`config.mk`:
```
export PLATFORM = sky130hd
export DESIGN_NAME = wdt_supervisor
export DESIGN_NICKNAME = d
export VERILOG_FILES = /design/src/rtl/wdt_pkg.sv /design/src/rtl/wdt_delay_lut.sv /design/src/rtl/wdt_timer.sv /design/src/rtl/wdt_reset_gen.sv /design/src/rtl/wdt_supervisor.sv
export SDC_FILE = /design/constraint.sdc
export NUM_CORES = 1
export LEC_CHECK = 0
export BUFFER_PORTS_ARGS = -buffer_cell sky130_fd_sc_hd__buf_2
export CELL_PAD_IN_SITES_DETAIL_PLACEMENT = 0
export CELL_PAD_IN_SITES_GLOBAL_PLACEMENT = 1
export CORE_AREA = 10 10 96 98
export DETAILED_ROUTE_END_ITERATION = 8
export DIE_AREA = 0 0 106 108
export GPL_TIMING_DRIVEN = 0
export PLACE_DENSITY = 0.83
export SLEW_MARGIN = 5
export SYNTH_ARGS = -nofsm -noshare
export SYNTH_HDL_FRONTEND = slang
export SYNTH_SLANG_ARGS = --single-unit
```
`constraint.sdc`:
```
create_clock -name clk -period 2.6 [get_ports clk]
set_clock_uncertainty 0.2 [all_clocks]
set_input_delay 0.26 -clock clk [delete_from_list [all_inputs] [get_ports clk]]
set_output_delay 0.26 -clock clk [all_outputs]
set_load 0.02 [all_outputs]
```
`src/rtl/wdt_pkg.sv`:
```
package wdt_pkg;
  typedef enum logic [2:0] {
    PH_BOOT,    // waiting for boot completion
    PH_DELAY,   // startup delay, kicks ignored
    PH_RUN,     // timeout window open
    PH_EXP,     // expired, no reset coupling
    PH_PULSE,   // expired, reset being requested
    PH_PULSE2,  // reset asserted, output still low
    PH_HOLD     // held cleared by system reset
  } wd_phase_e;
endpackage

```
`src/rtl/wdt_delay_lut.sv`:
```
module wdt_delay_lut #(
  parameter int TW       = 16,
  parameter int CODE_W   = 3,
  parameter int DLY_BASE = 4
) (
  input  logic [CODE_W-1:0] code,
  output logic [TW-1:0]     cycles
);
  localparam int NCODES = 2 ** CODE_W;

  logic [TW-1:0] tbl [NCODES];

  for (genvar k = 0; k < NCODES; k++) begin : g_ent
    if (k == 0) begin : g_zero
      assign tbl[k] = '0;
    end else begin : g_pow
      assign tbl[k] = TW'(DLY_BASE) << (k - 1);
    end
  end

  assign cycles = tbl[code];
endmodule

```
`src/rtl/wdt_timer.sv`:
```
module wdt_timer
  import wdt_pkg::*;
#(
  parameter int TW = 16
) (
  input  logic          clk,
  input  logic          rst_n,
  input  logic          boot_done,
  input  logic          kick_eff,
  input  logic          hold,
  input  logic          couple,
  input  logic          indep,
  input  logic [TW-1:0] timeout,
  input  logic [TW-1:0] delay_cycles,
  output logic          wdo_n,
  output logic          wd_req
);
  wd_phase_e     phase;
  logic [TW-1:0] cnt;
  logic [TW-1:0] tmo_eff;

  assign tmo_eff = (timeout == '0) ? TW'(1) : timeout;

  always_ff @(posedge clk or negedge rst_n) begin
    if (!rst_n) begin
      phase <= PH_BOOT;
      cnt   <= '0;
    end else if (!boot_done) begin
      phase <= PH_BOOT;
      cnt   <= '0;
    end else if (hold) begin
      phase <= PH_HOLD;
      cnt   <= tmo_eff;
    end else begin
      case (phase)
        PH_BOOT: begin
          if (indep && delay_cycles != '0) begin
            phase <= PH_DELAY;
            cnt   <= delay_cycles;
          end else begin
            phase <= PH_RUN;
            cnt   <= tmo_eff;
          end
        end
        PH_DELAY: begin
          if (cnt <= TW'(1)) begin
            phase <= PH_RUN;
            cnt   <= tmo_eff;
          end else begin
            cnt <= cnt - TW'(1);
          end
        end
        PH_RUN: begin
          if (kick_eff) begin
            cnt <= tmo_eff;
          end else if (cnt <= TW'(1)) begin
            phase <= couple ? PH_PULSE : PH_EXP;
          end else begin
            cnt <= cnt - TW'(1);
          end
        end
        PH_EXP: begin
          if (kick_eff) begin
            phase <= PH_RUN;
            cnt   <= tmo_eff;
          end
        end
        PH_PULSE:  phase <= PH_PULSE2;
        PH_PULSE2: phase <= PH_HOLD;
        PH_HOLD: begin
          phase <= PH_RUN;
          cnt   <= tmo_eff;
        end
        default: phase <= PH_BOOT;
      endcase
    end
  end

  assign wd_req = (phase == PH_PULSE);
  assign wdo_n  = !(phase == PH_EXP || phase == PH_PULSE || phase == PH_PULSE2);
endmodule

```
`src/rtl/wdt_reset_gen.sv`:
```
module wdt_reset_gen #(
  parameter int TW = 16
) (
  input  logic          clk,
  input  logic          rst_n,
  input  logic          en_in,
  input  logic          wd_req,
  input  logic          wdr_clear,
  input  logic [TW-1:0] period,
  output logic          rst_active,
  output logic          cause_wd,
  output logic          wd_flag
);
  logic [TW-1:0] cnt;
  logic [TW-1:0] per_eff;

  assign per_eff = (period == '0) ? TW'(1) : period;

  always_ff @(posedge clk or negedge rst_n) begin
    if (!rst_n) begin
      cnt      <= '0;
      cause_wd <= 1'b0;
    end else if (!en_in) begin
      cnt      <= per_eff;
      cause_wd <= 1'b0;
    end else if (wd_req) begin
      cnt      <= per_eff;
      cause_wd <= 1'b1;
    end else if (cnt != '0) begin
      cnt <= cnt - TW'(1);
    end
  end

  always_ff @(posedge clk or negedge rst_n) begin
    if (!rst_n)         wd_flag <= 1'b0;
    else if (wd_req)    wd_flag <= 1'b1;
    else if (wdr_clear) wd_flag <= 1'b0;
  end

  assign rst_active = (cnt != '0);
endmodule

```
`src/rtl/wdt_supervisor.sv`:
```
module wdt_supervisor #(
  parameter int TW       = 16,
  parameter int DLY_BASE = 4
) (
  input  logic          clk,
  input  logic          rst_n,
  input  logic          boot_done,
  input  logic          en_in,
  input  logic          kick,
  input  logic          wdr_clear,
  input  logic          cfg_rst_couple,
  input  logic          cfg_indep,
  input  logic [2:0]    cfg_delay_code,
  input  logic [TW-1:0] cfg_timeout,
  input  logic [TW-1:0] cfg_rst_period,
  output logic          wdo_n,
  output logic          sys_rst_n,
  output logic          wd_reset_flag
);
  localparam int CODE_W = 3;

  logic [TW-1:0] delay_cycles;
  logic          rst_active;
  logic          cause_wd;
  logic          wd_req;
  logic          hold;
  logic          kick_eff;

  wdt_delay_lut #(.TW(TW), .CODE_W(CODE_W), .DLY_BASE(DLY_BASE)) u_lut (
    .code   (cfg_delay_code),
    .cycles (delay_cycles)
  );

  // Watchdog is held cleared by its own reset, or by any reset when dependent.
  assign hold     = rst_active && (!cfg_indep || cause_wd);
  assign kick_eff = kick && !rst_active;

  wdt_timer #(.TW(TW)) u_timer (
    .clk          (clk),
    .rst_n        (rst_n),
    .boot_done    (boot_done),
    .kick_eff     (kick_eff),
    .hold         (hold),
    .couple       (cfg_rst_couple),
    .indep        (cfg_indep),
    .timeout      (cfg_timeout),
    .delay_cycles (delay_cycles),
    .wdo_n        (wdo_n),
    .wd_req       (wd_req)
  );

  wdt_reset_gen #(.TW(TW)) u_rstgen (
    .clk        (clk),
    .rst_n      (rst_n),
    .en_in      (en_in),
    .wd_req     (wd_req),
    .wdr_clear  (wdr_clear),
    .period     (cfg_rst_period),
    .rst_active (rst_active),
    .cause_wd   (cause_wd),
    .wd_flag    (wd_reset_flag)
  );

  assign sys_rst_n = !rst_active;
endmodule

```
==> run_summary.xml, run 1 <==
<?xml version="1.0" encoding="UTF-8"?>
<metrics>
  <group name="power_and_ir_drop">
    <metric name="seqPwrFrac" unit="%">35.4</metric>
    <metric name="clock_power_share" unit="%">26.9</metric>
    <metric name="swShare" unit="%">35.2</metric>
    <metric name="p_switching" unit="W">0.000718</metric>
    <metric name="p_int" unit="W">0.00132</metric>
    <metric name="ir_worst_vdd" unit="mV">0.245</metric>
    <metric name="share_comb_of_total_power" unit="%">37.7</metric>
    <metric name="p_leak" unit="nW">1.67</metric>
    <metric name="powerDensity" unit="nW/um^2">515</metric>
    <metric name="post-layout-total-power" unit="W">0.00204</metric>
  </group>
  <group name="setup_path">
    <metric name="critPathMaxFanout" unit="">5</metric>
    <metric name="reg2regPathDepth" unit="">10</metric>
    <metric name="critPathMostFrequentCell" unit="">buf_8</metric>
    <metric name="ff2ff_setup_slack" unit="ns">-0.21</metric>
    <metric name="cpMaxStageDelayCell" unit="">or4_4</metric>
    <metric name="timing.critical_path.buf_inv" unit="">3</metric>
    <metric name="critical_path.endpoint_type" unit="">flop</metric>
    <metric name="worstPathRequired" unit="ns">2.59</metric>
    <metric name="critical_path.reg2reg.startpoint" unit="">u_rstgen.cnt[0]</metric>
    <metric name="timing.critical_path.arrival" unit="ns">2.79</metric>
    <metric name="terminus_of_the_critical_flop_to_flop_path" unit="">u_timer.cnt[8]</metric>
    <metric name="path_cells" unit="">inv_2 &gt; ha_4 &gt; or4b_4 &gt; or4_4 &gt; a21o_1 &gt; and4_4 &gt; buf_8 &gt; buf_8 &gt; a32oi_1 &gt; o21ai_1</metric>
    <metric name="cp_slowest_stage_delay" unit="ns">0.49</metric>
    <metric name="cp-start-kind" unit="">flop</metric>
    <metric name="timing_worst_setup_path_type" unit="">flop to flop</metric>
    <metric name="cp_top_family" unit="">simple AND/OR/NAND/NOR gates</metric>
  </group>
  <group name="die">
    <metric name="num_io_pins" unit="">46</metric>
    <metric name="placeableCoreArea" unit="um^2">7450</metric>
    <metric name="floorplan.initialDensity" unit="%">36.7</metric>
    <metric name="die_height" unit="um">108</metric>
    <metric name="row_count" unit="">32</metric>
    <metric name="die_width" unit="um">106</metric>
    <metric name="die_area" unit="um^2">11400</metric>
  </group>
  <group name="timing">
    <metric name="slew_headroom" unit="%">30.0</metric>
    <metric name="final-hold-violation-count" unit="">0</metric>
    <metric name="worst_slack" unit="ns">-0.205</metric>
    <metric name="timing.final.crit_period" unit="ns">2.81</metric>
    <metric name="final-max-slew-violation-count" unit="">0</metric>
    <metric name="grt_setup_unrepaired" unit="">true</metric>
    <metric name="max_freq" unit="MHz">357</metric>
    <metric name="timing_worst_slew_pin_value" unit="ns">1.04</metric>
    <metric name="whs" unit="ns">0.00500</metric>
    <metric name="fin_crit_sh" unit="%">108</metric>
    <metric name="report.final.setup_viol" unit="">16</metric>
  </group>
  <group name="routing">
    <metric name="route.detailed.vias_per_inst" unit="">5.71</metric>
    <metric name="drt_iter0_drc" unit="">151</metric>
    <metric name="route.final.wire_length" unit="mm">9.41</metric>
    <metric name="postRouteAntennaNets" unit="">0</metric>
    <metric name="routedWlPerCell" unit="um">17.6</metric>
    <metric name="post-route-drc-count" unit="">0</metric>
    <metric name="drt_pass1_iterations" unit="">4</metric>
    <metric name="num_vias" unit="">3053</metric>
  </group>
  <group name="logic_synthesis">
    <metric name="ys_ff_latch" unit="">37</metric>
    <metric name="synth_area" unit="um^2">2730</metric>
    <metric name="mean_cell_area_of_the_mapped_netlist" unit="um^2">8.46</metric>
    <metric name="async_reset_ff_share" unit="%">100</metric>
    <metric name="synth_sequential_area_ratio" unit="%">33.9</metric>
    <metric name="synth.distinct_cells" unit="">62</metric>
    <metric name="synthesis.instances" unit="">323</metric>
    <metric name="synth_fp_nets" unit="">370</metric>
    <metric name="ys_warn_count" unit="">0</metric>
    <metric name="dominantRegCellSynth" unit="">dfrtp_1</metric>
    <metric name="synth_edf_count" unit="">0</metric>
  </group>
  <group name="layout">
    <metric name="layout_cell_share_with_drive_strength_beyond_1" unit="%">36.7</metric>
    <metric name="layout.cell_area.non_filler" unit="um^2">3960</metric>
    <metric name="multi_input_area" unit="um^2">1890</metric>
    <metric name="diodes" unit="">0</metric>
    <metric name="final_cells" unit="">535</metric>
    <metric name="final.fill_count" unit="">692</metric>
    <metric name="ff_latch_area" unit="um^2">928</metric>
    <metric name="num-nets-final" unit="">479</metric>
    <metric name="layout-area-overhead-vs-synth" unit="%">44.8</metric>
  </group>
  <group name="placed_design">
    <metric name="hpwl" unit="mm">6.09</metric>
    <metric name="globalplace.congestion" unit="">0.851</metric>
    <metric name="place.port_buffers" unit="">45</metric>
    <metric name="place_inst" unit="">470</metric>
    <metric name="placed_area" unit="um^2">3100</metric>
  </group>
  <group name="clocking">
    <metric name="clockRootBuffer" unit="">clkbuf_8</metric>
    <metric name="clock_pin_transition_on_the_worst_setup_and_hold_timing_paths" unit="ns">0.09</metric>
    <metric name="htree_num_levels" unit="">2</metric>
    <metric name="tritoncts" unit="">yes</metric>
    <metric name="clock_insertion_delay_worst_skew" unit="ns">0.31</metric>
    <metric name="clock_sink_count" unit="">37</metric>
    <metric name="cts_buffers" unit="">5</metric>
    <metric name="clockBufferDepth" unit="">2</metric>
  </group>
  <group name="global_routing">
    <metric name="grt_max_degree" unit="">38</metric>
    <metric name="grt_antenna_before_repair" unit="">0</metric>
    <metric name="globalRouteOverflowTotal" unit="">0</metric>
    <metric name="grt_first_pass_wirelength" unit="mm">15.2</metric>
    <metric name="grt_pass1_vias" unit="">3180</metric>
    <metric name="grt_usage" unit="%">16.0</metric>
  </group>
  <group name="min_path">
    <metric name="hold_path_depth" unit="">3</metric>
    <metric name="hold_path.startpoint" unit="">cfg_rst_period[9]</metric>
    <metric name="sink_of_the_worst_hold_path" unit="">u_rstgen.cnt[9]</metric>
    <metric name="worstHoldPathType" unit="">primary input to flop</metric>
  </group>
  <group name="outcome">
    <metric name="outcome" unit="">complete, but fails checks</metric>
    <metric name="failing_checks" unit="">setup timing</metric>
  </group>
  <group name="run">
    <metric name="drv_cap" unit="">0</metric>
  </group>
</metrics>
==> state kept, by name (all words and copies together), names as in the netlist <==
register	count
u_timer.phase	3
u_rstgen.wd_flag	1
u_rstgen.cnt	16
u_rstgen.cause_wd	1
u_timer.cnt	16
==> cell usage in the layout (no fill, tap or decap), types with 3 or more instances in the layout <==
| master | n |
|---|---|
| buf_6 | 8 |
| a22oi_1 | 5 |
| xnor2_1 | 14 |
| or4_4 | 6 |
| or4b_4 | 3 |
| o31ai_1 | 4 |
| a221oi_2 | 3 |
| nor3_1 | 8 |
| nand2b_1 | 3 |
| nand2_2 | 7 |
| ha_1 | 3 |
| nor4b_1 | 3 |
| a21oi_1 | 11 |
| dlygate4sd3_1 | 14 |
| xor2_1 | 9 |
| inv_1 | 11 |
| o21ai_0 | 24 |
| o21ai_2 | 4 |
| nor4_1 | 14 |
| a22oi_2 | 3 |
| nor2b_1 | 4 |
| or4_1 | 3 |
| nor2_1 | 19 |
| nand3_1 | 6 |
| o21ai_1 | 6 |
| clkbuf_1 | 8 |
| nand2_4 | 3 |
| or3_1 | 4 |
| clkbuf_8 | 6 |
| a31oi_1 | 7 |
| buf_2 | 46 |
| o22ai_1 | 5 |
| dfrtp_1 | 35 |
| buf_4 | 35 |
| nand2_1 | 27 |
| buf_8 | 3 |
==> synthesized netlist by cell type (5+ instances only) <==
master | n | area share (%)
o21ai_1 | 9 | 1.6
inv_1 | 13 | 1.8
o21ai_0 | 25 | 4.6
nand3_1 | 9 | 1.6
dfrtp_1 | 37 | 34
nor3_1 | 10 | 1.8
xor2_1 | 9 | 2.9
nand2_1 | 37 | 5.1
nor2_1 | 20 | 2.7
or4_1 | 5 | 1.4
a31oi_1 | 8 | 1.8
a221oi_1 | 5 | 1.6
a22oi_1 | 8 | 2.2
clkbuf_1 | 9 | 1.2
a21oi_1 | 12 | 2.2
xnor2_1 | 14 | 4.5
nor4_1 | 14 | 3.2
o22ai_1 | 5 | 1.1
==> cell type report <==
class	instances	area share, %
plain buffers	14	2.75
clock buffers	6	2.09
clock inverters	2	0.948
inverters	13	1.23
multi-input cells	259	47.7
flip-flops and latches	37	23.5
well taps	102	3.22
repair buffers	102	18.6
==> worst max path at each step <==
| stage | start | to | slack (ns) | cells past startpoint |
|---|---|---|---|---|
| global route | u_rstgen.cnt[0] | u_timer.cnt[8] | -0.31 | 10 |
| CTS | u_timer.cnt[12] | u_timer.cnt[7] | -0.13 | 7 |
| global placement | u_rstgen.cnt[8] | u_timer.cnt[6] | -0.30 | 7 |
| floorplan | u_rstgen.cnt[8] | u_timer.cnt[8] | -0.05 | 8 |
| finish | u_rstgen.cnt[0] | u_timer.cnt[8] | -0.21 | 10 |
| detailed placement | u_rstgen.cnt[8] | u_timer.cnt[6] | -0.35 | 7 |
==> power groups by stage <==
stage	Combinational, W	Sequential (W)	Clock [W]
floorplan	0.000392	0.000718	0
global placement	0.000543	0.000731	0
detailed placement	0.000545	0.000733	0
CTS	0.000681	0.000713	0.000559
global route	0.000841	0.000731	0.000584
finish	0.000768	0.000722	0.000547
==> through the flow <==
stage               setup slack [ns]  util, %  TNS (ns)
floorplan                    -0.0465        -   -0.0912
global placement              -0.304     41.6     -3.67
detailed placement            -0.354     41.6     -4.08
CTS                           -0.131     49.8     -1.17
global route                  -0.306     53.1     -2.82
finish                        -0.205     53.1     -1.83
==> cells by family (layout without fill, tap and decap cells) <==
| family | Yosys count | in the layout | synth area share (%) |
|---|---|---|---|
| fa+ha+maj | 4 | 4 | 1.83 |
| flops | 37 | 37 | 33.9 |
| compound gates | 102 | 102 | 25.8 |
| xor+xnor | 23 | 23 | 7.37 |
| simple gates | 129 | 129 | 26.3 |
| mux | 1 | 1 | 0.412 |
| buf+inv | 27 | 137 | 4.40 |
==> tightest hold or removal path: stages <==
cell     delay [ns]
buf_2          0.09
nand2_1        0.04
o21ai_0        0.07
==> per-layer routing <==
layer / global-route usage, % / share of wire, % / vias to the layer above
met1: 18.2 / 40 / 1460
met3: 3.39 / 6.3 / 25
li1: - / - / 1444
met4: 5.51 / 2.3 / 0
met5: 0 / 0 / -
met2: 29.1 / 51 / 124
==> what timing repair did <==
| item | 4_1_cts | 5_1_grt |
|---|---|---|
| endpoints found under the setup margin | 18 | 34 |
| buffers inserted | 29 | 10 |
| resized for setup | 30 | 37 |
| hold buffers | 14 | 0 |
| hold endpoints to repair | 50 | 0 |
| gates cloned | 2 | 2 |
| pin swaps | 8 | 8 |
No activity file was read; power rests on OpenSTA's default activity.
==> run 2: changes to the inputs <==
--- a/config.mk
+++ b/config.mk
@@ -11,8 +11,10 @@
 export CORE_AREA = 10 10 96 98
 export DETAILED_ROUTE_END_ITERATION = 8
 export DIE_AREA = 0 0 106 108
+export GPL_ROUTABILITY_DRIVEN = 1
 export GPL_TIMING_DRIVEN = 0
 export PLACE_DENSITY = 0.83
+export RECOVER_POWER = 100
 export SLEW_MARGIN = 5
 export SYNTH_ARGS = -nofsm -noshare
 export SYNTH_HDL_FRONTEND = slang
==> run 2 against run 1 <==
Compared with the run above:
- the flow still finishes with violations (setup timing)
- utilization is 0.12 points lower
- combinational power hardly changed
- critical path depth is 3 lower
- largest power group unchanged
- global-route usage stayed put
- clock power hardly changed
- sequential share of layout area is 0.052 points higher
- flip-flop and latch count stayed put
- sequential power hardly changed
- largest cell class unchanged
- maximum frequency is 0.39% higher
- setup slack better by 0.011 ns
==> run_summary.xml, run 2 (synthesized netlist as in run 1, its figures left out) <==
<?xml version="1.0" encoding="UTF-8"?>
<metrics>
  <group name="outcome">
    <metric name="outcome" unit="">complete, but fails checks</metric>
    <metric name="failing_checks" unit="">setup timing</metric>
  </group>
  <group name="clocking">
    <metric name="clock_sink_count" unit="">37</metric>
    <metric name="clock_pin_transition_on_the_worst_setup_and_hold_timing_paths" unit="ns">0.08</metric>
    <metric name="htree_num_levels" unit="">2</metric>
    <metric name="clockBufferDepth" unit="">2</metric>
    <metric name="clock_insertion_delay_worst_skew" unit="ns">0.31</metric>
    <metric name="cts_buffers" unit="">5</metric>
    <metric name="tritoncts" unit="">yes</metric>
    <metric name="clockRootBuffer" unit="">clkbuf_8</metric>
  </group>
  <group name="layout">
    <metric name="layout_commonest_cell" unit="">buf_2</metric>
    <metric name="layout_cell_share_with_drive_strength_beyond_1" unit="%">36.0</metric>
    <metric name="layout-area-overhead-vs-synth" unit="%">44.5</metric>
    <metric name="mostFrequentLayoutCells" unit="">buf_2 (43), dfrtp_1 (35), buf_4 (33)</metric>
    <metric name="diodes" unit="">0</metric>
    <metric name="final.fill_count" unit="">694</metric>
    <metric name="final_core_util" unit="%">53.0</metric>
    <metric name="reg_top3" unit="">u_rstgen.cnt (16), u_timer.cnt (16), u_timer.phase (3)</metric>
    <metric name="layout.cell_area.non_filler" unit="um^2">3950</metric>
    <metric name="final_cells" unit="">535</metric>
    <metric name="num-nets-final" unit="">479</metric>
  </group>
  <group name="placed_design">
    <metric name="placed_area" unit="um^2">3100</metric>
    <metric name="place_inst" unit="">470</metric>
    <metric name="globalplace.congestion" unit="">0.851</metric>
    <metric name="hpwl" unit="mm">6.09</metric>
    <metric name="place.port_buffers" unit="">45</metric>
  </group>
  <group name="routing">
    <metric name="wire_length_on_met2" unit="mm">4.81</metric>
    <metric name="drt_pass1_iterations" unit="">4</metric>
    <metric name="post-route-drc-count" unit="">0</metric>
    <metric name="drt-met1-wl" unit="mm">3.75</metric>
    <metric name="routedWlPerCell" unit="um">17.6</metric>
    <metric name="route.final.wire_length" unit="mm">9.41</metric>
    <metric name="postRouteAntennaNets" unit="">0</metric>
    <metric name="drt_iter0_drc" unit="">150</metric>
    <metric name="met3RoutedLength" unit="um">611</metric>
    <metric name="route.detailed.vias_per_inst" unit="">5.69</metric>
    <metric name="topRoutingLayerUsed" unit="">met4</metric>
    <metric name="num_vias" unit="">3042</metric>
  </group>
  <group name="timing">
    <metric name="whs" unit="ns">0.00525</metric>
    <metric name="fin_crit_sh" unit="%">107</metric>
    <metric name="final-max-slew-violation-count" unit="">0</metric>
    <metric name="slew_headroom" unit="%">29.2</metric>
    <metric name="tns" unit="ns">-1.85</metric>
    <metric name="grt_setup_unrepaired" unit="">true</metric>
    <metric name="final-hold-violation-count" unit="">0</metric>
    <metric name="max_freq" unit="MHz">358</metric>
    <metric name="timing_worst_slew_pin_value" unit="ns">1.05</metric>
    <metric name="timing.final.crit_period" unit="ns">2.79</metric>
    <metric name="worst_slack" unit="ns">-0.194</metric>
    <metric name="report.final.setup_viol" unit="">16</metric>
  </group>
  <group name="power_and_ir_drop">
    <metric name="powerDensity" unit="nW/um^2">516</metric>
    <metric name="ir_worst_vdd" unit="mV">0.245</metric>
    <metric name="p_leak" unit="nW">1.66</metric>
  </group>
  <group name="global_routing">
    <metric name="grt_max_degree" unit="">38</metric>
    <metric name="grt_antenna_before_repair" unit="">0</metric>
    <metric name="grt_first_pass_wirelength" unit="mm">15.2</metric>
    <metric name="globalRouteOverflowTotal" unit="">0</metric>
    <metric name="grt_pass1_vias" unit="">3180</metric>
    <metric name="grt_usage" unit="%">16.0</metric>
  </group>
  <group name="run">
    <metric name="drv_cap" unit="">0</metric>
  </group>
  <group name="min_path">
    <metric name="worstHoldPathType" unit="">primary input to flop</metric>
  </group>
  <group name="die">
    <metric name="row_count" unit="">32</metric>
    <metric name="die_width" unit="um">106</metric>
    <metric name="placeableCoreArea" unit="um^2">7450</metric>
    <metric name="die_height" unit="um">108</metric>
    <metric name="num_io_pins" unit="">46</metric>
    <metric name="die_area" unit="um^2">11400</metric>
    <metric name="floorplan.initialDensity" unit="%">36.7</metric>
  </group>
  <group name="setup_path">
    <metric name="cp-start-kind" unit="">flop</metric>
    <metric name="critPathMaxFanout" unit="">5</metric>
    <metric name="timing_worst_setup_path_type" unit="">flop to flop</metric>
    <metric name="timing.critical_path.arrival" unit="ns">2.77</metric>
    <metric name="worstPathRequired" unit="ns">2.58</metric>
    <metric name="critical_path.endpoint_type" unit="">flop</metric>
  </group>
</metrics>
==> run 2: cell types whose count changed in the layout (fill, tap and decap cells not counted) <==
cell / before / now
clkbuf_1: 8 / 11
buf_2: 46 / 43
buf_4: 35 / 33
clkbuf_2: 0 / 2
or2_1: 1 / 0
or2_0: 0 / 1
==> run 2: cell type report <==
cell class	instances	area (um^2)	area share (%)
Clock inverter	2	37.5	0.951
Multi-Input combinational cell	259	1890	47.8
Tap cell	102	128	3.23
Timing Repair Buffer	102	726	18.4
Inverter	13	48.8	1.24
Sequential cell	37	928	23.5
Clock buffer	6	82.6	2.09
Buffer	14	109	2.76
==> run 2: power breakdown <==
part           total [W]  switching (W)  internal [W]  leakage [nW]
sequential      0.000722      0.0000777      0.000645         0.465
clock           0.000547       0.000235      0.000312        0.0574
combinational   0.000767       0.000406      0.000361          1.14
==> run 2: through the flow <==
step	worst slack [ns]	total power (W)
after floorplan	-0.0465	0.00111
after global routing	-0.306	0.00216
after detailed placement	-0.354	0.00128
after global placement	-0.304	0.00127
final	-0.194	0.00204
after CTS	-0.131	0.00195
==> run 2: metal layers <==
layer / vias to the layer above / track usage [%]
met5: - / 0
met4: 0 / 5.51
met3: 26 / 3.39
met2: 125 / 29.1
met1: 1445 / 18.2
li1: 1446 / -
==> run 2: worst paths after layout <==
check / slack (ns) / depth (start not counted) / endpoint / from
max in group asynchronous: 1.05 / 2 / u_rstgen.cnt[4] / rst_n
hold / removal: 0.005 / 3 / u_rstgen.cnt[9] / cfg_rst_period[9]
min in group asynchronous: 0.45 / 2 / u_timer.cnt[6] / rst_n
hold reg to reg: 0.31 / 1 / u_rstgen.cause_wd / u_rstgen.cause_wd
setup / recovery: -0.19 / 7 / u_timer.cnt[7] / u_timer.cnt[12]
setup reg to reg: -0.19 / 7 / u_timer.cnt[7] / u_timer.cnt[12]
==> run 2: what timing repair did <==
item | 4_1_cts | 5_1_grt
setup endpoints to repair | 18 | 34
cloned | 2 | 2
pin swaps | 8 | 8
setup buffers | 29 | 10
resized for setup | 30 | 37
hold endpoints to repair | 50 | 0
hold buffers | 14 | 0
==> run 2: critical path: stages (launching register included) <==
cell,delay [ns]
dfrtp_1,0.40
or4_4,0.55
or4b_4,0.56
o311ai_4,0.25
and4_4,0.29
buf_8,0.14
a21oi_2,0.04
a32o_1,0.25
==> run 3: changes to the inputs <==
--- a/config.mk
+++ b/config.mk
@@ -8,14 +8,15 @@
 export BUFFER_PORTS_ARGS = -buffer_cell sky130_fd_sc_hd__buf_2
 export CELL_PAD_IN_SITES_DETAIL_PLACEMENT = 0
 export CELL_PAD_IN_SITES_GLOBAL_PLACEMENT = 1
-export CORE_AREA = 10 10 96 98
+export CORE_AREA = 10 10 99 101
 export DETAILED_ROUTE_END_ITERATION = 8
-export DIE_AREA = 0 0 106 108
+export DIE_AREA = 0 0 109 111
 export GPL_ROUTABILITY_DRIVEN = 1
 export GPL_TIMING_DRIVEN = 0
-export PLACE_DENSITY = 0.83
+export PLACE_DENSITY = 0.84
 export RECOVER_POWER = 100
 export SLEW_MARGIN = 5
 export SYNTH_ARGS = -nofsm -noshare
 export SYNTH_HDL_FRONTEND = slang
+export SYNTH_HIERARCHICAL = 1
 export SYNTH_SLANG_ARGS = --single-unit
==> run 3 against run 2 <==
Compared with the run above:
- first-iteration DRC count is 79% higher
- global-route usage rose by 1.3 points
- setup slack worse by 0.28 ns
- flip-flop and latch count stayed put
- final cell count increased by 9.2%
- the flow still finishes with violations (setup timing)
- clock-buffer cell count down 1
- combinational power rose by 54%
- sequential share of layout area is 1.8 points lower
==> run_summary.xml, run 3 <==
<?xml version="1.0" encoding="UTF-8"?>
<metrics>
  <group name="routing">
    <metric name="num_vias" unit="">3360</metric>
    <metric name="drt_pass1_iterations" unit="">5</metric>
    <metric name="route.detailed.vias_per_inst" unit="">5.75</metric>
    <metric name="routedWlPerCell" unit="um">18.5</metric>
    <metric name="postRouteAntennaNets" unit="">0</metric>
    <metric name="drt_iter0_drc" unit="">269</metric>
    <metric name="post-route-drc-count" unit="">0</metric>
    <metric name="route.final.wire_length" unit="mm">10.8</metric>
  </group>
  <group name="min_path">
    <metric name="worstHoldPathType" unit="">primary input to flop</metric>
    <metric name="sink_of_the_worst_hold_path" unit="">u_rstgen/cnt[8]</metric>
    <metric name="hold_path_depth" unit="">3</metric>
    <metric name="hold_path.startpoint" unit="">cfg_rst_period[8]</metric>
  </group>
  <group name="die">
    <metric name="num_io_pins" unit="">46</metric>
    <metric name="die_width" unit="um">109</metric>
    <metric name="floorplan.initialDensity" unit="%">37.8</metric>
    <metric name="die_area" unit="um^2">12100</metric>
    <metric name="die_height" unit="um">111</metric>
    <metric name="row_count" unit="">33</metric>
    <metric name="placeableCoreArea" unit="um^2">7970</metric>
  </group>
  <group name="power_and_ir_drop">
    <metric name="p_leak" unit="nW">1.81</metric>
    <metric name="post-layout-total-power" unit="W">0.00251</metric>
    <metric name="powerDensity" unit="nW/um^2">586</metric>
    <metric name="ir_worst_vdd" unit="mV">0.304</metric>
  </group>
  <group name="timing">
    <metric name="fin_crit_sh" unit="%">118</metric>
    <metric name="max_freq" unit="MHz">325</metric>
    <metric name="final-hold-violation-count" unit="">0</metric>
    <metric name="timing_worst_slew_pin_value" unit="ns">1.03</metric>
    <metric name="worst_slack" unit="ns">-0.475</metric>
    <metric name="final-max-slew-violation-count" unit="">0</metric>
    <metric name="timing.final.crit_period" unit="ns">3.08</metric>
    <metric name="slew_headroom" unit="%">31.3</metric>
    <metric name="grt_setup_unrepaired" unit="">true</metric>
    <metric name="report.final.setup_viol" unit="">29</metric>
  </group>
  <group name="logic_synthesis">
    <metric name="dominantRegCellSynth" unit="">dfrtp_1</metric>
    <metric name="synth_edf_count" unit="">0</metric>
    <metric name="fraction_of_the_mapped_netlist_area_in_adder_cells" unit="%">1.25</metric>
    <metric name="ys_warn_count" unit="">6</metric>
    <metric name="synth_sequential_area_ratio" unit="%">30.7</metric>
    <metric name="synth.distinct_cells" unit="">74</metric>
    <metric name="synth-simple-area-share" unit="%">29.2</metric>
    <metric name="mean_cell_area_of_the_mapped_netlist" unit="um^2">8.23</metric>
    <metric name="post_synthesis_compound_gate_area_fraction" unit="%">27.6</metric>
    <metric name="synthesis.instances" unit="">366</metric>
    <metric name="synth.area.mux_share" unit="%">0.332</metric>
    <metric name="async_reset_ff_share" unit="%">100</metric>
    <metric name="yosysMostFrequentCell" unit="">dfrtp_1</metric>
    <metric name="synth_top_family_by_area" unit="">simple AND/OR/NAND/NOR gates</metric>
    <metric name="synth_xor_xnor_area_share" unit="%">4.65</metric>
    <metric name="netlist_top_cells_count" unit="">dfrtp_1 (37), nand2_1 (33), o21ai_0 (27)</metric>
    <metric name="post-synth-top-area-fraction" unit="%">30.7</metric>
    <metric name="ys_ff_latch" unit="">37</metric>
    <metric name="synth_area" unit="um^2">3010</metric>
    <metric name="synthTopCellsByArea" unit="">dfrtp_1 (31%), o21ai_0 (4.5%), nand2_1 (4.1%)</metric>
    <metric name="synth_top_cell_by_area" unit="">dfrtp_1</metric>
  </group>
  <group name="layout">
    <metric name="diodes" unit="">0</metric>
    <metric name="final_core_util" unit="%">53.7</metric>
    <metric name="layout_commonest_cell" unit="">buf_2</metric>
    <metric name="num-nets-final" unit="">524</metric>
    <metric name="mostFrequentLayoutCells" unit="">buf_2 (44), buf_4 (41), dfrtp_1 (35)</metric>
    <metric name="layout-area-overhead-vs-synth" unit="%">42.1</metric>
    <metric name="layout_cell_share_with_drive_strength_beyond_1" unit="%">37.0</metric>
    <metric name="reg_top3" unit="">u_rstgen/cnt (16), u_timer/cnt (16), u_timer/phase (3)</metric>
  </group>
  <group name="setup_path">
    <metric name="critPathMostFrequentCell" unit="">inv_2</metric>
    <metric name="critPathMaxFanout" unit="">6</metric>
    <metric name="terminus_of_the_critical_flop_to_flop_path" unit="">u_timer/cnt[1]</metric>
    <metric name="cp_slowest_stage_delay" unit="ns">0.49</metric>
    <metric name="worstPathRequired" unit="ns">2.57</metric>
    <metric name="path_cells" unit="">inv_2 &gt; ha_4 &gt; or4b_4 &gt; nor4_4 &gt; inv_2 &gt; nor2b_4 &gt; nor2b_1 &gt; o21bai_1 &gt; o31a_1 &gt; clkbuf_8 &gt; nor3_4 &gt; a221o_1</metric>
    <metric name="critical_path.endpoint_type" unit="">flop</metric>
    <metric name="critical_path.reg2reg.startpoint" unit="">u_rstgen/cnt[0]</metric>
    <metric name="cp-start-kind" unit="">flop</metric>
    <metric name="cpMaxStageDelayCell" unit="">or4b_4</metric>
    <metric name="reg2regPathDepth" unit="">12</metric>
    <metric name="timing_worst_setup_path_type" unit="">flop to flop</metric>
    <metric name="timing.critical_path.arrival" unit="ns">3.05</metric>
    <metric name="ff2ff_setup_slack" unit="ns">-0.48</metric>
  </group>
  <group name="placed_design">
    <metric name="hpwl" unit="mm">7.45</metric>
    <metric name="pre_cts_ws" unit="ns">-0.878</metric>
    <metric name="globalplace.congestion" unit="">0.913</metric>
    <metric name="place.port_buffers" unit="">45</metric>
  </group>
  <group name="clocking">
    <metric name="clock_pin_transition_on_the_worst_setup_and_hold_timing_paths" unit="ns">0.09</metric>
    <metric name="clock_sink_count" unit="">37</metric>
    <metric name="clock_insertion_delay_worst_skew" unit="ns">0.31</metric>
    <metric name="cts_buffers" unit="">5</metric>
    <metric name="clockRootBuffer" unit="">clkbuf_8</metric>
    <metric name="htree_num_levels" unit="">2</metric>
    <metric name="clockBufferDepth" unit="">2</metric>
    <metric name="tritoncts" unit="">yes</metric>
  </group>
  <group name="outcome">
    <metric name="failing_checks" unit="">setup timing</metric>
    <metric name="outcome" unit="">complete, but fails checks</metric>
  </group>
  <group name="global_routing">
    <metric name="grt_usage" unit="%">17.3</metric>
    <metric name="grt_first_pass_wirelength" unit="mm">17.2</metric>
    <metric name="globalRouteOverflowTotal" unit="">0</metric>
    <metric name="grt_pass1_vias" unit="">3376</metric>
    <metric name="grt_antenna_before_repair" unit="">0</metric>
    <metric name="grt_max_degree" unit="">38</metric>
  </group>
  <group name="run">
    <metric name="drv_cap" unit="">0</metric>
  </group>
</metrics>
run 3: where the power goes:
group	switching, W	internal [W]
Combinational	0.000653	0.000527
Sequential	0.000128	0.000669
Clock	0.000247	0.000288
run 3: final cells by class:
class	count	area, um^2
buffer	23	170
clock buffer	5	68.8
clock inverter	3	46.3
fill	746	3690
inverter	14	55.1
multi-input combinational	300	2190
sequential	37	928
tap	105	131
timing repair buffer	97	687
run 3: per-stage QoR:
stage	setup TNS [ns]	hold WS (ns)	instance area, um^2	std cells
after floorplan	-5.02	-0.236	3120	374
after global placement	-14.07	0.242	3480	524
after detailed placement	-14.51	0.262	3480	524
after CTS	-10.70	0.00497	4160	576
after global routing	-12.83	0.00426	4280	584
final	-10.57	0.00750	4280	584
run 3: worst max path at each step:
stage,cells past startpoint,end,from,slack (ns)
floorplan,12,u_timer/cnt[11],u_rstgen/cnt[1],-0.36
global placement,11,u_timer/cnt[2],u_rstgen/cnt[1],-0.86
detailed placement,11,u_timer/cnt[2],u_rstgen/cnt[0],-0.88
CTS,12,u_timer/cnt[1],u_rstgen/cnt[0],-0.45
global route,17,u_timer/cnt[14],u_rstgen/cnt[0],-0.56
finish,12,u_timer/cnt[1],u_rstgen/cnt[0],-0.48
run 3: cells by family after synthesis:
kind of cell,after synthesis
AOI/OAI and AO/OA,116
xor gates and xnor gates,16
adders and majority gates,3
buffers and inverters,37
DFF,37
muxes,1
other,1
and+or+nand+nor,155
run 3: metal layers:
| metal | vias to the layer above | GRT usage, % | part of all wire, % |
|---|---|---|---|
| met2 | 137 | 27.6 | 47 |
| met4 | 0 | 4.49 | 2.1 |
| li1 | 1609 | - | - |
| met1 | 1593 | 23.1 | 44 |
| met5 | - | 0 | 0 |
| met3 | 21 | 3.43 | 7.7 |
run 3: critical path: cells and delay by family (launching register included):
family,cells,cell delay (ns)
compound gates,3,0.78
simple gates,5,1.03
fa+ha+maj,1,0.14
flops,1,0.40
buf+inv,3,0.40
run 3: timing repair:
item	in CTS	in global routing
setup endpoints to repair	29	31
gates resized for setup	50	20
buffers inserted	29	10
hold buffers	16	0
pin swaps	20	13
hold endpoints to repair	52	0
